<file path="config.mk">
export PLATFORM = sky130hd
export DESIGN_NAME = irq_coalesce
export DESIGN_NICKNAME = d
export VERILOG_FILES = /design/src/rtl/irq_pkg.sv /design/src/rtl/irq_thr_timer.sv /design/src/rtl/irq_cmpl_defer.sv /design/src/rtl/irq_status.sv /design/src/rtl/irq_coalesce.sv
export SDC_FILE = /design/constraint.sdc
export NUM_CORES = 1
export LEC_CHECK = 0
export BUFFER_PORTS_ARGS = -buffer_cell sky130_fd_sc_hd__buf_4
export CORE_AREA = 2 2 65 67
export DETAILED_ROUTE_END_ITERATION = 10
export DIE_AREA = 0 0 67 69
export GPL_TIMING_DRIVEN = 0
export SLEW_MARGIN = 20
export SYNTH_ARGS = -nofsm -noshare
export SYNTH_HDL_FRONTEND = slang
export SYNTH_SLANG_ARGS = --single-unit
</file>
<file path="constraint.sdc">
create_clock -name clk -period 7 [get_ports clk]
set_input_delay 0.7 -clock clk [delete_from_list [all_inputs] [get_ports clk]]
set_output_delay 0.7 -clock clk [all_outputs]
set_load 0.1 [all_outputs]
</file>
<file path="src/rtl/irq_pkg.sv">
package irq_pkg;
  localparam int NSRC     = 4;
  localparam int IDX_OK   = 0;
  localparam int IDX_ERR  = 1;
  localparam int IDX_PORT = 2;
  localparam int IDX_HSE  = 3;
  localparam logic [1:0] ADDR_STS = 2'd0;
  localparam logic [1:0] ADDR_IEN = 2'd1;
  localparam logic [1:0] ADDR_THR = 2'd2;
endpackage

</file>
<file path="src/rtl/irq_thr_timer.sv">
module irq_thr_timer #(
  parameter int DW      = 32,
  parameter int MAX_THR = 64,
  parameter int DEF_THR = 8,
  localparam int TW     = $clog2(MAX_THR) + 1
) (
  input  logic          clk,
  input  logic          rst,
  input  logic          run_i,
  input  logic          tick_i,
  input  logic          thr_we_i,
  input  logic [DW-1:0] thr_wdata_i,
  output logic          bnd_o
);
  logic [TW-1:0] thr_q, cnt_q, wr_v;
  logic          wr_ok;

  assign wr_v  = thr_wdata_i[TW-1:0];
  assign wr_ok = (thr_wdata_i[DW-1:TW] == '0) && ($countones(wr_v) == 1) &&
                 (wr_v <= TW'(MAX_THR));
  assign bnd_o = run_i && tick_i && (cnt_q == thr_q - TW'(1));

  always_ff @(posedge clk) begin
    if (rst) begin
      thr_q <= TW'(DEF_THR);
      cnt_q <= '0;
    end else begin
      if (thr_we_i) thr_q <= wr_ok ? wr_v : TW'(DEF_THR);
      if (thr_we_i || bnd_o)    cnt_q <= '0;
      else if (run_i && tick_i) cnt_q <= cnt_q + TW'(1);
    end
  end

  assert_cnt_below_thr_R5: assert property (@(posedge clk) disable iff (rst)
    cnt_q < thr_q);
  assert_hold_stopped_R6: assert property (@(posedge clk) disable iff (rst)
    (!run_i && !thr_we_i) |=> $stable(cnt_q));
endmodule

</file>
<file path="src/rtl/irq_cmpl_defer.sv">
module irq_cmpl_defer (
  input  logic       clk,
  input  logic       rst,
  input  logic       ev_ok_i,
  input  logic       ev_err_i,
  input  logic       wb_done_i,
  input  logic       bnd_i,
  output logic [1:0] fire_o
);
  logic [1:0] pend_q;
  logic       busy_q, go;

  assign go     = bnd_i && !busy_q;
  assign fire_o = go ? pend_q : 2'b00;

  always_ff @(posedge clk) begin
    if (rst) begin
      pend_q <= 2'b00;
      busy_q <= 1'b0;
    end else begin
      pend_q <= (go ? 2'b00 : pend_q) | {ev_err_i, ev_ok_i};
      if (ev_ok_i || ev_err_i) busy_q <= 1'b1;
      else if (wb_done_i)      busy_q <= 1'b0;
    end
  end

  assert_busy_after_event_R4: assert property (@(posedge clk) disable iff (rst)
    (ev_ok_i || ev_err_i) |=> busy_q);
  assert_hold_while_busy_R4: assert property (@(posedge clk) disable iff (rst)
    (busy_q && pend_q != 2'b00) |=> (pend_q != 2'b00));
endmodule

</file>
<file path="src/rtl/irq_status.sv">
module irq_status #(
  parameter int NSRC = 4
) (
  input  logic            clk,
  input  logic            rst,
  input  logic [NSRC-1:0] set_i,
  input  logic            clr_we_i,
  input  logic            ien_we_i,
  input  logic [NSRC-1:0] wdata_i,
  output logic [NSRC-1:0] sts_o,
  output logic            irq_o
);
  logic [NSRC-1:0] sts_d, ien_q, ien_d;

  assign ien_d = ien_we_i ? wdata_i : ien_q;

  for (genvar i = 0; i < NSRC; i++) begin : g_bit
    assign sts_d[i] = set_i[i] | (sts_o[i] & ~(clr_we_i & wdata_i[i]));
    always_ff @(posedge clk) begin
      if (rst) sts_o[i] <= 1'b0;
      else     sts_o[i] <= sts_d[i];
    end
  end

  always_ff @(posedge clk) begin
    if (rst) begin
      ien_q <= '0;
      irq_o <= 1'b0;
    end else begin
      ien_q <= ien_d;
      irq_o <= |(sts_d & ien_d);
    end
  end

  assert_irq_masked_R8: assert property (@(posedge clk) disable iff (rst)
    irq_o == |(sts_o & ien_q));
  assert_set_wins_R7: assert property (@(posedge clk) disable iff (rst)
    (set_i != '0) |=> ((sts_o & $past(set_i)) == $past(set_i)));
endmodule

</file>
<file path="src/rtl/irq_coalesce.sv">
module irq_coalesce
  import irq_pkg::*;
#(
  parameter int DW      = 32,
  parameter int MAX_THR = 64,
  parameter int DEF_THR = 8
) (
  input  logic          clk,
  input  logic          rst,
  input  logic          run_i,
  input  logic          tick_i,
  input  logic          ev_ok_i,
  input  logic          ev_err_i,
  input  logic          ev_port_i,
  input  logic          ev_hse_i,
  input  logic          wb_done_i,
  input  logic          csr_we_i,
  input  logic [1:0]    csr_addr_i,
  input  logic [DW-1:0] csr_wdata_i,
  output logic [3:0]    sts_o,
  output logic          irq_o
);
  logic            bnd;
  logic [1:0]      fire;
  logic [NSRC-1:0] set;

  irq_thr_timer #(.DW(DW), .MAX_THR(MAX_THR), .DEF_THR(DEF_THR)) u_timer (
    .clk, .rst, .run_i, .tick_i,
    .thr_we_i   (csr_we_i && csr_addr_i == ADDR_THR),
    .thr_wdata_i(csr_wdata_i),
    .bnd_o      (bnd));

  irq_cmpl_defer u_defer (
    .clk, .rst, .ev_ok_i, .ev_err_i, .wb_done_i,
    .bnd_i (bnd),
    .fire_o(fire));

  always_comb begin
    set           = '0;
    set[IDX_OK]   = fire[0];
    set[IDX_ERR]  = fire[1];
    set[IDX_PORT] = ev_port_i;
    set[IDX_HSE]  = ev_hse_i;
  end

  irq_status #(.NSRC(NSRC)) u_status (
    .clk, .rst,
    .set_i   (set),
    .clr_we_i(csr_we_i && csr_addr_i == ADDR_STS),
    .ien_we_i(csr_we_i && csr_addr_i == ADDR_IEN),
    .wdata_i (csr_wdata_i[NSRC-1:0]),
    .sts_o   (sts_o),
    .irq_o   (irq_o));

  assert_cmpl_on_boundary_R3: assert property (@(posedge clk) disable iff (rst)
    ($rose(sts_o[IDX_OK]) || $rose(sts_o[IDX_ERR])) |-> $past(bnd));
  assert_port_fast_R2: assert property (@(posedge clk) disable iff (rst)
    (ev_port_i || ev_hse_i) |=> (sts_o[IDX_PORT] || !$past(ev_port_i)) &&
                                (sts_o[IDX_HSE] || !$past(ev_hse_i)));
endmodule

</file>
==> results.json <==
{
  "grtUsageMet2_pct": 30.7,
  "relSlewSlack_pct": 63.5,
  "switching_share_pct": 24.8,
  "synth_top_family_by_area": "simple AND/OR/NAND/NOR gates",
  "r2r_slack_ns": 5.02,
  "firstDrtPassIters": 4,
  "synthCells": 166,
  "power_density_mw_per_mm2": 172,
  "multiInputGateArea_um2": 951,
  "syn_area_mm2": 0.00151,
  "synth_top_area_share_pct": 34.4,
  "use_met3_pct": 2.77,
  "synth_compound_area_share_pct": 17.5,
  "synth_fa_ha_area_share_pct": 12.2,
  "timing.fmax_mhz": 312,
  "nets": 276,
  "synthXorXnorAreaFrac_pct": 9.10,
  "drtIter0Drc": 33,
  "slew_violations": 0,
  "netlist-cell-type-count": 38,
  "dieArea_mm2": 0.00462,
  "crit_fanout": 7,
  "cts_buffers": 3,
  "synth.area.top_cells": "dfxtp_1 (34%), ha_1 (8.3%), nor2_1 (5.5%), xnor2_1 (4.1%), fa_1 (4.0%)",
  "wl_per_cell_um": 13.2,
  "rr_startpoint": "u_timer.thr_q[0]$_SDFFE_PP0P_",
  "dieWidth_um": 67,
  "ys_ff_latch": 26,
  "coreArea_mm2": 0.00391,
  "floorplan.initialDensity_pct": 38.7,
  "p_seq_share_pct": 44.6,
  "via_count": 1347,
  "place_congestion": 0.853,
  "power_frac_clock_pct": 36.3,
  "seq_area_um2": 520,
  "nFillCells": 393,
  "clockRootBuffer": "clkbuf_8",
  "wl_um": 3530,
  "drc": 0,
  "ioPinCount": 49,
  "worst_r2r_path_depth": 8,
  "drt.antenna.violating_nets": 0,
  "grtUsageMet1_pct": 21.2,
  "post_cts_buffers": 0,
  "finalHoldViolations": 0,
  "cts_tree": "built",
  "overflow": 0,
  "async_flop_share_pct": 0,
  "viasPerCell": 5.03,
  "busiest_layer": "met2",
  "endpoint_kind": "flop",
  "period_share_pct": 45.8,
  "cap_violations": 0,
  "cp-startpoint": "csr_wdata_i[3]",
  "synth_edf_count": 0,
  "hpwl_um": 2920,
  "hold_class": "flop to flop",
  "muxShareOfSynthArea_pct": 0.662,
  "port-buffer-count": 48,
  "worst_slew_pin_slew_ns": 0.546,
  "die_y_um": 69,
  "setup_violations": 0,
  "yosysSeqAreaShare_pct": 34.4,
  "rsz0062_at_grt": "false",
  "yosys_warnings": 0,
  "internal_power_w": 0.000260,
  "clockBufferDepth": 2,
  "postSynthAreaPerCell_um2": 9.11,
  "combPwrFrac_pct": 19.1,
  "status": "completed",
  "peakVddDrop_mv": 0.0947,
  "synth_top_cell_by_area": "dfxtp_1",
  "post_cts_resized": 0,
  "total_power_w": 0.000345,
  "n_antenna_cell": 0,
  "insertion_delay_ns": 0.28,
  "area_delta_synth_final_pct": 32.7,
  "synth-simple-area-share_pct": 23.4,
  "crit_required_ns": 7.15,
  "p_leak_nw": 0.846,
  "finalSetupTns_ns": 0,
  "grt_use_total_pct": 17.7,
  "crit_type": "input pin to flop",
  "synth_fp_nets": 223,
  "critPathCapture": "u_timer.thr_q[3]$_SDFFE_PP1P_",
  "rr_endpoint": "u_timer.cnt_q[2]$_SDFFE_PP0P_",
  "antenna_found_initial": 0,
  "utilization_pct": 51.3,
  "cts_sinks": 26,
  "grt_max_degree": 16,
  "postCtsHoldBufs": 0,
  "clk_pin_slew_ns": 0.09,
  "p_switching_w": 0.0000855,
  "worstSetupStartpointType": "input pin",
  "yosys_most_used_dff": "dfxtp_1",
  "grt_pass1_vias": 1451,
  "grt_pass1_wl_um": 6390,
  "drive_gt1_share_pct": 26.6,
  "cp.arrival_ns": 3.35,
  "htreeDepth": 1,
  "min_period_ns": 3.20,
  "finClkSkew_ns": 0.00868,
  "row_count": 23
}
## stage by stage
stage | cell area (µm²) | cells | hold slack (ns) | setup WS [ns]
2_1_floorplan | 1510 | 166 | 0.446 | 3.87
3_3_place_gp | 1940 | 264 | 0.467 | 3.57
3_5_place_dp | 1940 | 264 | 0.477 | 3.48
4_1_cts | 2010 | 268 | 0.498 | 3.77
5_1_grt | 2010 | 268 | 0.524 | 3.59
6_report | 2010 | 268 | 0.491 | 3.80
## power by group through the flow
stage                     Clock [W]  Combinational [W]  Sequential [W]
final                      0.000125          0.0000660        0.000154
after global routing       0.000136          0.0000735        0.000154
after CTS                  0.000129          0.0000663        0.000154
after detailed placement          0          0.0000661        0.000157
after global placement            0          0.0000637        0.000157
after floorplan                   0          0.0000273        0.000165
## cell usage in the layout, fill, tap and decap left out, drive strengths merged, types with 4 or more instances in the layout
cell / netlist / layout
o21ai: 4 / 4
nand2: 10 / 10
dfxtp: 26 / 26
inv: 9 / 9
xnor2: 7 / 7
nand3: 9 / 9
a22o: 6 / 6
nor2: 22 / 22
nor4: 7 / 7
a21boi: 4 / 4
a21oi: 10 / 10
ha: 10 / 10
xor2: 6 / 6
buf: 0 / 48
clkbuf: 2 / 5
## flip-flops by register name (all words and copies together) (netlist names)
name and cells:
u_status.irq_o 1, u_status.sts_o 4, u_defer.pend_q 2, u_timer.cnt_q 7, u_timer.thr_q 7, u_defer.busy_q 1
u_status.ien_q 4
## synth_stat cells (4+ instances only)
master	n
xor2_1	6
xnor2_1	7
nand3_1	9
o21ai_0	4
a22o_1	6
nor4_1	6
ha_1	10
dfxtp_1	26
a21oi_1	10
nand2_1	10
nor2_1	22
inv_1	9
## worst max-delay path, cell delays in order
cell       delay [ns]
buf_4            0.12
inv_1            0.11
ha_1             0.26
fa_1             0.45
ha_1             0.25
fa_1             0.44
nor4b_1          0.29
nand4_1          0.18
a2111oi_4        0.42
a21oi_1          0.13
## area by class of cell
| cell class | count | area share, % |
|---|---|---|
| Multi-Input combinational cell | 129 | 47.4 |
| Sequential cell | 26 | 25.9 |
| Timing Repair Buffer | 48 | 18.0 |
| Tap cell | 50 | 3.12 |
| Clock buffer | 3 | 2.06 |
| Inverter | 9 | 1.68 |
| Clock inverter | 1 | 1.50 |
| Buffer | 2 | 0.374 |
## how the worst min path moves through the flow
| stage | to | cells after the start | slack, ns | start |
|---|---|---|---|---|
| 6_report | u_status.ien_q[3]$_SDFF_PP0_ | 2 | 0.49 | u_status.ien_q[3]$_SDFF_PP0_ |
| 5_1_grt | u_status.ien_q[3]$_SDFF_PP0_ | 2 | 0.52 | u_status.ien_q[3]$_SDFF_PP0_ |
| 4_1_cts | u_status.ien_q[3]$_SDFF_PP0_ | 2 | 0.50 | u_status.ien_q[3]$_SDFF_PP0_ |
| 3_3_place_gp | u_status.ien_q[2]$_SDFF_PP0_ | 2 | 0.47 | u_status.ien_q[2]$_SDFF_PP0_ |
| 2_1_floorplan | u_status.ien_q[3]$_SDFF_PP0_ | 2 | 0.45 | u_status.ien_q[3]$_SDFF_PP0_ |
| 3_5_place_dp | u_status.ien_q[3]$_SDFF_PP0_ | 2 | 0.48 | u_status.ien_q[3]$_SDFF_PP0_ |
## per-layer routing
metal	wire length, µm	vias up
met5	0	-
met4	88	0
met3	104	7
met2	1830	26
met1	1500	621
li1	-	693
## logic make-up after synthesis
| group | Yosys count |
|---|---|
| simple gates | 68 |
| compound gates | 33 |
| flops | 26 |
| xor+xnor | 14 |
| fa+ha+maj | 13 |
| buf+inv | 11 |
| mux | 1 |
Power figures use the tool's default switching activity.
